<file path="src/rtl/wv_pkg.sv">
package wv_pkg;
  typedef enum logic [1:0] {
    ST_IDLE     = 2'd0,
    ST_ACT_PEND = 2'd1,
    ST_READY    = 2'd2,
    ST_CHK_PEND = 2'd3
  } wv_state_e;

  localparam logic [1:0] KIND_WRITE = 2'd0;
  localparam logic [1:0] KIND_READ  = 2'd1;
  localparam logic [1:0] KIND_FLUSH = 2'd2;

  localparam logic [1:0] ERR_NONE       = 2'd0;
  localparam logic [1:0] ERR_MISMATCH   = 2'd1;
  localparam logic [1:0] ERR_UNEXPECTED = 2'd2;
endpackage

</file>
<file path="src/rtl/wv_seq.sv">
module wv_seq
  import wv_pkg::*;
#(
  parameter int ADDR_W      = 16,
  parameter int CHECK_SIZE  = 4,
  parameter int NUM_WRITERS = 2,
  parameter int NUM_READERS = 3,
  parameter logic [NUM_READERS-1:0] READER_IFETCH_ONLY = 3'b100,
  parameter logic [NUM_READERS-1:0] READER_SHARED      = 3'b010,
  parameter int CNT_W       = 16,
  parameter logic [7:0] SEED_INIT = 8'h5A,
  parameter int LEN_W       = 3,
  parameter int IDX_W       = 2,
  parameter int PORT_W      = 2
) (
  input  logic              clk,
  input  logic              rst,
  input  logic              initiate,
  input  logic              flush_en,
  input  logic              load_addr,
  input  logic [ADDR_W-1:0] new_addr,
  input  logic [15:0]       rnd,
  input  logic              cmp_bad,
  input  logic [IDX_W-1:0]  cmp_idx,
  input  logic [7:0]        cmp_exp,
  input  logic [7:0]        cmp_act,
  input  logic              req_ready,
  input  logic              rsp_valid,
  output logic              req_valid,
  output logic [1:0]        req_kind,
  output logic [ADDR_W-1:0] req_addr,
  output logic [LEN_W-1:0]  req_len,
  output logic [7:0]        req_wdata,
  output logic [PORT_W-1:0] req_port,
  output logic              req_ifetch,
  output logic [7:0]        seed_o,
  output logic [CNT_W-1:0]  pass_count,
  output logic              error_flag,
  output logic [1:0]        err_kind,
  output logic [IDX_W-1:0]  err_index,
  output logic [7:0]        err_expected,
  output logic [7:0]        err_actual
);
  wv_state_e         state;
  logic [ADDR_W-1:0] base;
  logic [LEN_W-1:0]  cnt;
  logic [7:0]        seed;

  logic              can_start, flush_hit, last_byte, load_ok, ifetch_pick;
  logic [PORT_W-1:0] wsel, rsel;

  assign seed_o    = seed;
  assign can_start = (state == ST_IDLE) || (state == ST_READY);
  assign flush_hit = flush_en && (rnd[7:0] == 8'h00);
  assign last_byte = cnt == LEN_W'(CHECK_SIZE - 1);
  assign load_ok   = load_addr && can_start && !req_valid;
  assign wsel      = PORT_W'(rnd[15:8] % 8'(NUM_WRITERS));
  assign rsel      = PORT_W'(rnd[14:7] % 8'(NUM_READERS));

  always_comb begin
    ifetch_pick = 1'b0;
    for (int p = 0; p < NUM_READERS; p++) begin
      if (rsel == PORT_W'(p))
        ifetch_pick = READER_IFETCH_ONLY[p] | (READER_SHARED[p] & rnd[3]);
    end
  end

  always_ff @(posedge clk) begin
    if (rst) begin
      state        <= ST_IDLE;
      base         <= '0;
      cnt          <= '0;
      seed         <= SEED_INIT;
      req_valid    <= 1'b0;
      req_kind     <= KIND_WRITE;
      req_addr     <= '0;
      req_len      <= '0;
      req_wdata    <= '0;
      req_port     <= '0;
      req_ifetch   <= 1'b0;
      pass_count   <= '0;
      error_flag   <= 1'b0;
      err_kind     <= ERR_NONE;
      err_index    <= '0;
      err_expected <= '0;
      err_actual   <= '0;
    end else begin
      req_valid <= 1'b0;
      if (req_valid) begin
        if (req_ready && req_kind != KIND_FLUSH)
          state <= (req_kind == KIND_WRITE) ? ST_ACT_PEND : ST_CHK_PEND;
      end else if (initiate && can_start && !load_addr) begin
        req_valid <= 1'b1;
        if (flush_hit) begin
          req_kind   <= KIND_FLUSH;
          req_addr   <= base;
          req_len    <= LEN_W'(CHECK_SIZE);
          req_wdata  <= '0;
          req_port   <= wsel;
          req_ifetch <= 1'b0;
        end else if (state == ST_IDLE) begin
          req_kind   <= KIND_WRITE;
          req_addr   <= base + ADDR_W'(cnt);
          req_len    <= LEN_W'(1);
          req_wdata  <= 8'(seed + 8'(cnt));
          req_port   <= wsel;
          req_ifetch <= 1'b0;
        end else begin
          req_kind   <= KIND_READ;
          req_addr   <= base;
          req_len    <= LEN_W'(CHECK_SIZE);
          req_wdata  <= '0;
          req_port   <= rsel;
          req_ifetch <= ifetch_pick;
        end
      end

      if (rsp_valid) begin
        case (state)
          ST_ACT_PEND: begin
            cnt   <= cnt + LEN_W'(1);
            state <= last_byte ? ST_READY : ST_IDLE;
          end
          ST_CHK_PEND: begin
            if (cmp_bad) begin
              error_flag <= 1'b1;
              if (!error_flag) begin
                err_kind     <= ERR_MISMATCH;
                err_index    <= cmp_idx;
                err_expected <= cmp_exp;
                err_actual   <= cmp_act;
              end
            end else begin
              pass_count <= pass_count + CNT_W'(1);
            end
            state <= ST_IDLE;
            seed  <= rnd[7:0];
            cnt   <= '0;
          end
          default: begin
            error_flag <= 1'b1;
            if (!error_flag) err_kind <= ERR_UNEXPECTED;
          end
        endcase
      end

      if (load_ok) begin
        base  <= new_addr;
        cnt   <= '0;
        state <= ST_IDLE;
      end
    end
  end

  assert_write_taken_R3: assert property (@(posedge clk) disable iff (rst)
    req_valid && req_ready && req_kind == KIND_WRITE |=> state == ST_ACT_PEND);

  assert_busy_hold_R3: assert property (@(posedge clk) disable iff (rst)
    req_valid && !req_ready |=> $stable(state));

  assert_run_done_R4: assert property (@(posedge clk) disable iff (rst)
    state == ST_ACT_PEND && rsp_valid && last_byte |=> state == ST_READY);

  assert_count_only_on_read_R5: assert property (@(posedge clk) disable iff (rst)
    !(state == ST_CHK_PEND && rsp_valid) |=> $stable(pass_count));

  assert_error_sticky_R6: assert property (@(posedge clk) disable iff (rst)
    error_flag |=> error_flag);

  assert_stray_response_R7: assert property (@(posedge clk) disable iff (rst)
    rsp_valid && can_start |=> error_flag);
endmodule

</file>
<file path="config.mk">
export PLATFORM = sky130hd
export DESIGN_NAME = wv_seq
export DESIGN_NICKNAME = d
export VERILOG_FILES = /design/src/rtl/wv_pkg.sv /design/src/rtl/wv_seq.sv
export SDC_FILE = /design/constraint.sdc
export NUM_CORES = 1
export LEC_CHECK = 0
export CELL_PAD_IN_SITES_DETAIL_PLACEMENT = 2
export CELL_PAD_IN_SITES_GLOBAL_PLACEMENT = 2
export CORE_UTILIZATION = 30
export DETAILED_ROUTE_END_ITERATION = 12
export DONT_BUFFER_PORTS = 1
export PLACE_DENSITY_LB_ADDON = 0.1
export SLEW_MARGIN = 10
export SYNTH_ARGS = -nofsm -noshare
export SYNTH_HDL_FRONTEND = slang
export SYNTH_SLANG_ARGS = --single-unit
</file>
<file path="constraint.sdc">
create_clock -name clk -period 4.8 [get_ports clk]
set_input_delay 0.96 -clock clk [delete_from_list [all_inputs] [get_ports clk]]
set_output_delay 0.96 -clock clk [all_outputs]
set_load 0.03 [all_outputs]
</file>
After elaboration in Yosys (flattened, before gate mapping)

Index checks and enable logic that the tools add are counted.

Register bits: 99
Input bits: 58

Reduce and logical (&&, ||, !) cells: 22
Add/sub/neg operators: 4
Bitwise gates (word level): 4
Divide/modulo/power cells: 1
Multiplexer cells: 28
Equal/unequal tests: 8

Operators by type and width:

| cell                                                | count |
|---|---|
| 2-to-1 mux 16 bit                                   | 2 |
| 2-to-1 mux 2 bit                                    | 11 |
| adder 16 x 1 -> 16 bit, second input constant       | 1 |
| adder 16 x 3 -> 16 bit                              | 1 |
| 2-to-1 mux 8 bit                                    | 2 |
| adder 8 x 3 -> 8 bit                                | 1 |
| zero test 8 bit                                     | 1 |
| modulo 8 x 2 -> 8 bit, second input constant        | 1 |
| one-hot mux 2 bit (2 select lines)                  | 2 |
| AND reduction 4 bit                                 | 2 |
| 2-to-1 mux 1 bit                                    | 7 |
| equality test 2 bit, second input constant          | 3 |
| logical AND 1 bit                                   | 6 |
| 2-to-1 mux 3 bit                                    | 2 |
| one-hot mux 3 bit (2 select lines)                  | 1 |
| AND reduction 2 bit                                 | 3 |
| AND reduction 3 bit                                 | 2 |
| equality test 2 x 1 -> 1 bit, second input constant | 2 |
| zero test 2 bit                                     | 2 |
| inequality test 2 bit, second input constant        | 2 |
| NOT 1 bit                                           | 4 |
| OR reduction 2 bit                                  | 2 |
| adder 3 x 1 -> 3 bit, second input constant         | 1 |
| equality test 3 x 2 -> 1 bit, second input constant | 1 |
| 4 further kinds                                     | 5 |

Depth between registers and ports, before layout

Depth after elaboration: 6
Gate-level depth with buffers: 16

Least setup slack after synthesis

Ideal clock, no wire load.

Path type: input -> register
From: input port rnd[13]
To: register req_port[0]
Data required time: 4.712 ns
Path buffers: 1
Setup slack: 0.961 ns
Arrival: 3.750 ns
Cell stages on the path: 16
Cell sequence: buf_6 -> and2b_2 -> a21oi_1 -> a211oi_1 -> nor3_2 -> inv_1 -> ha_1 -> and4b_1 -> o211ai_1 -> o21a_1 -> inv_1 -> ha_1 -> and2b_1 -> a21oi_2 -> mux2_4 -> a311oi_2

Longest elaborated chain between the ends: 3

RTL lines:

| item                  | RTL line      | source |
|---|---|---|
| from (decl)           | wv_seq.sv:22  | `input logic [15:0] rnd,` |
| modulo 8 x 2 -> 8 bit | wv_seq.sv:58  | `assign rsel = PORT_W'(rnd[14:7] % 8'(NUM_READERS));` |
| 2-to-1 mux 2 bit      | wv_seq.sv:101 | `end else if (state == ST_IDLE) begin` |
| 2-to-1 mux 2 bit      | wv_seq.sv:94  | `if (flush_hit) begin` |
| to (signal assigned)  | wv_seq.sv:99  | `req_port <= wsel;` |
| to (signal assigned)  | wv_seq.sv:106 | `req_port <= wsel;` |
| to (signal assigned)  | wv_seq.sv:113 | `req_port <= rsel;` |
| to (decl)             | wv_seq.sv:34  | `output logic [PORT_W-1:0] req_port,` |

Every way passes these cells.
A chain may end at the register's enable or synchronous reset.

Final worst setup path

From: input port rnd[10]
To: register req_port[0]

Same word-level chain as after synthesis.

==> results.md <==
- The fill cell instance count of the final layout is 1733.
- The most used flip-flop cell after synthesis is dfxtp_1.
- The cell count of the worst reg-to-reg path is 5.
- The placer's final routability congestion estimate is 0.713.
- After synthesis, the most frequently instantiated cells are nand2_1, dfxtp_1, a21oi_1.
- For this design, the CTS-stage hold fixing added 0 buffers.
- The number of optimization iterations in the first detailed-route pass is 6.
- For this run, the number of Yosys warnings is 0.
- CTS built an H-tree with a depth of 3.
- The clock transition at the register clock pins on the worst setup and hold paths after CTS is 70 ps.
- The width of the die is 126 µm.
- The worst endpoint data arrival time is 4010 ps.
- The unique cell type count in the Yosys netlist is 61.
- The worst setup path is captured at a flop.
- The proportion of layout cells with a drive suffix above 1 is 6.65%.
- Setup total negative slack on the finished layout was measured at 0 ps.
- The leakage power summed over all cells is 1.78 nW.
- Timing would allow up to 266 MHz.
- In this run the most critical hold path is launched from base[15]$_SDFFE_PP0P_.
- The number of buffer cells added on primary ports is 0.
- Counting flops with a built-in enable in the synthesized netlist gives 0.
- The smallest clock period supported by the final layout is computed as 3760 ps.
- Using the TritonRoute via totals, the vias-per-cell ratio works out to 5.22.
- STA classifies the critical path startpoint as an input pin.
- The setup violation total in the final timing report is 0.
- The number of remaining DRC errors is 0.
- The flop-to-flop setup slack is 2030 ps.
- The layout overhead on the synthesized area is 8.87%.
- The worst hold path depth is 2.
- The dominant combinational cell family by area after synthesis is simple AND/OR/NAND/NOR gates.
- Global routing used 17.0% of the available tracks across all layers.
- Summing the sequential cell areas from Yosys gives 42.3% of the chip area.
- The final net count is 622.
- For hold timing, the worst endpoint is base[15]$_SDFFE_PP0P_.
- The initial utilization of the core area, before any placement, comes to 30.7%.
- Of all nets on the critical path, the largest fanout is 12.
- The worst voltage drop across the vdd grid is 154 µV.
- The number of antenna violations at the first check in global routing is 0.
- By area the synthesized netlist is led by dfxtp_1, nand2_1, a21oi_1.
- After synthesis, the mean cell area works out to 8.17 µm².
- The power density over the cells is 342 mW/mm².
- Once the clock tree was built, the resizer swapped 0 gates to a different size.
- Of the post-synthesis cell area, the part taken by muxes is 0.970%.
- In the final routed layout, each cell accounts on average for 17.8 µm.
- The post-synthesis cell type with the largest combined area is dfxtp_1.
- The post-synthesis simple-gate area fraction is 27.1%.
- For the final database, setup skew stands at 11.4 ps.
- After floorplanning, the core was divided into 45 placement rows.
- Once detail routing completed, the nets flagged for antenna violations numbered 0.
- The core outline area is 0.0151 mm².
- The final-report max-slew violation count is 0.
- The area of the die is 0.0160 mm².
- Counting every instance in the synthesized netlist gives 568.
- The number of hold violations in the final report was 0.
- The largest net degree at the start of global routing is 95.
- In this run, CTS created clock tree buffers numbering 9.
- The half-perimeter wire length after placement is 9750 µm.
- Summing over every cut layer, the via total after detailed routing is 3880.
- For met1 alone, demand over resource in global routing was 20.4%.
- After the first detailed-routing iteration, the DRC count stood at 115.
- In this run the post-CTS setup repair buffer count came out at 0.
- The clock tree from TritonCTS is done.
- The worst pin sits at a relative slew slack of 23.0%.
- The part of the cycle the worst path needs is 78.3%.
- The xor and xnor fraction of the mapped netlist area is 6.04%.
- Clock tree synthesis selected as its root buffer the cell clkbuf_16.
- At the pin with the least slew margin, the transition time is 1140 ps.
- In this run the most used layer during global routing was met2.
- Global routing used 6.54% of the available met3 tracks.
- Setup repair after global routing left no endpoint under its margin.
- The beginning of the worst register-to-register path is state[0]$_SDFF_PP0_.
- The via count of the first global-routing pass is 4129.
- The first global-routing pass estimated 21400 µm of wire.
- Counting flops and latches in the post-synthesis netlist gives 98.
- In the global route stage, met2 resource usage came out at 28.2%.
- At the later pin of the worst-skew pair, clock insertion delay measures 350 ps.
- The final non-filler cell total is 744.
- The floorplan step set the die height to 126 µm.
- The post-synth design cell area is 0.00464 mm².
- The synthesized netlist devotes 15.5% of its cell area to compound gates.
- In the final layout, the multi-input gates occupy 0.00250 mm².
- The synthesized-area fraction occupied by adder cells is 3.83%.
- The tool flagged a number of max-cap violations equal to 0.
- The setup path with the least slack is of type in2reg.
- Including well taps, the total number of placed cells is 728.
- Counting flops with an async set or reset pin after synthesis yields a share of 0%.
- The total inserted antenna cells is 0.
- The path class of the tightest hold or removal check is reg2reg.
- The most repeated cell in the gate-level netlist after synthesis is nand2_1.
- No sink is reached through more buffers than the 2 on the longest clock path.
- The number of clock sinks is 98.
- The worst hold margin is 484 ps.
- 136 I/O pins were placed.
- The fraction of post-synthesis cell area in the top cell type by area is 42.3%.
- The register area is 0.00196 mm².
- For the worst setup path, the data required time is 5050 ps.
- The run finished with clean final reports.
- The endpoint identified for the worst register-to-register timing path is req_wdata[5]$_SDFFE_PP0P_.
- The sum of overflow across all layers after global routing is 0.
- The synthesized net count is 639.
- The wire length after detailed routing is 13200 µm.
==> worst max-delay path by stage <==
stage / end / slack [ps] / start / cells past startpoint
after floorplan: req_port[0]$_SDFFE_PP0P_ / 960 / rnd[13] / 16
after global placement: req_port[0]$_SDFFE_PP0P_ / 840 / rnd[11] / 15
after detailed placement: req_port[0]$_SDFFE_PP0P_ / 680 / rnd[10] / 15
after CTS: req_port[0]$_SDFFE_PP0P_ / 1020 / rnd[10] / 15
after global routing: req_port[0]$_SDFFE_PP0P_ / 770 / rnd[10] / 15
final: req_port[0]$_SDFFE_PP0P_ / 1040 / rnd[10] / 15
==> cell usage in the layout (no fill, tap or decap), types with 3 or more instances in the layout <==
| master | instances |
|---|---|
| a21oi_1 | 64 |
| nand3b_1 | 8 |
| mux2i_1 | 3 |
| clkbuf_16 | 9 |
| nor4_1 | 3 |
| nand2b_1 | 3 |
| nand2_1 | 124 |
| xnor2_1 | 14 |
| xor2_1 | 18 |
| nor3b_1 | 4 |
| o21ai_0 | 11 |
| nand4_1 | 3 |
| a22oi_1 | 5 |
| nor2_1 | 54 |
| inv_1 | 12 |
| and3_1 | 7 |
| a21o_1 | 3 |
| or3_1 | 11 |
| a311oi_1 | 3 |
| nand3_1 | 12 |
| ha_1 | 11 |
| dfxtp_1 | 98 |
| a211oi_1 | 15 |
| nor3_1 | 8 |
| nor2b_1 | 3 |
==> report_power, final <==
| group | switching, mW | internal, mW | leakage [nW] |
|---|---|---|---|
| clock network | 0.341 | 0.388 | 0.141 |
| logic | 0.0670 | 0.0508 | 0.845 |
| registers | 0.0491 | 0.835 | 0.797 |
| total | 0.457 | 1.27 | 1.78 |
==> stage by stage <==
step | cell area (µm²) | utilization (%) | power [mW] | setup WS, ps
after floorplan | 4640 | - | 1.01 | 961
after global placement | 4760 | 31.4 | 1.02 | 842
after detailed placement | 4760 | 31.4 | 1.02 | 679
after CTS | 5050 | 33.4 | 1.77 | 1020
after global routing | 5050 | 33.4 | 1.81 | 775
final | 5050 | 33.4 | 1.73 | 1040
==> metal layers <==
layer	share of wire (%)	vias to the layer above	routed length, µm
met5	0	-	0
met4	0.97	0	129
met3	7.6	8	1000
met2	48	84	6290
met1	44	1877	5810
li1	-	1911	-
==> cells by family (layout without fill, tap and decap cells) <==
logic type / after synthesis / after routing
AND/OR/NAND/NOR: 259 / 259
AO/OA/AOI/OAI: 118 / 118
flip-flops: 98 / 98
buffers and inverters: 43 / 31
XOR/XNOR: 32 / 32
adder cells (fa/ha/maj): 13 / 13
multiplexers: 4 / 4
other: 1 / 1
==> worst max-delay path: stages <==
cell      delay (ps)
xnor2_1          130
a211oi_1         290
a211oi_1         100
nor3_2           270
inv_1             80
ha_1             260
and4b_1          290
o211ai_1          90
o21a_1           150
inv_1            100
ha_1             200
and2b_1          220
a21oi_2          290
mux2_4           340
a311oi_2         240
==> state kept, by name (all words and copies together) (netlist names), 3 cells and up <==
register / flops
err_expected: 8
pass_count: 16
req_wdata: 8
base: 16
req_addr: 16
cnt: 3
err_actual: 8
seed_o: 8
==> area by class of cell <==
class	count	area share, %
inverter	13	0.965
sequential	98	38.8
clock buffer	11	5.00
multi-input combinational	427	49.4
tap	188	4.65
clock inverter	5	0.866
timing repair buffer	2	0.297
Power figures use the tool's default switching activity.
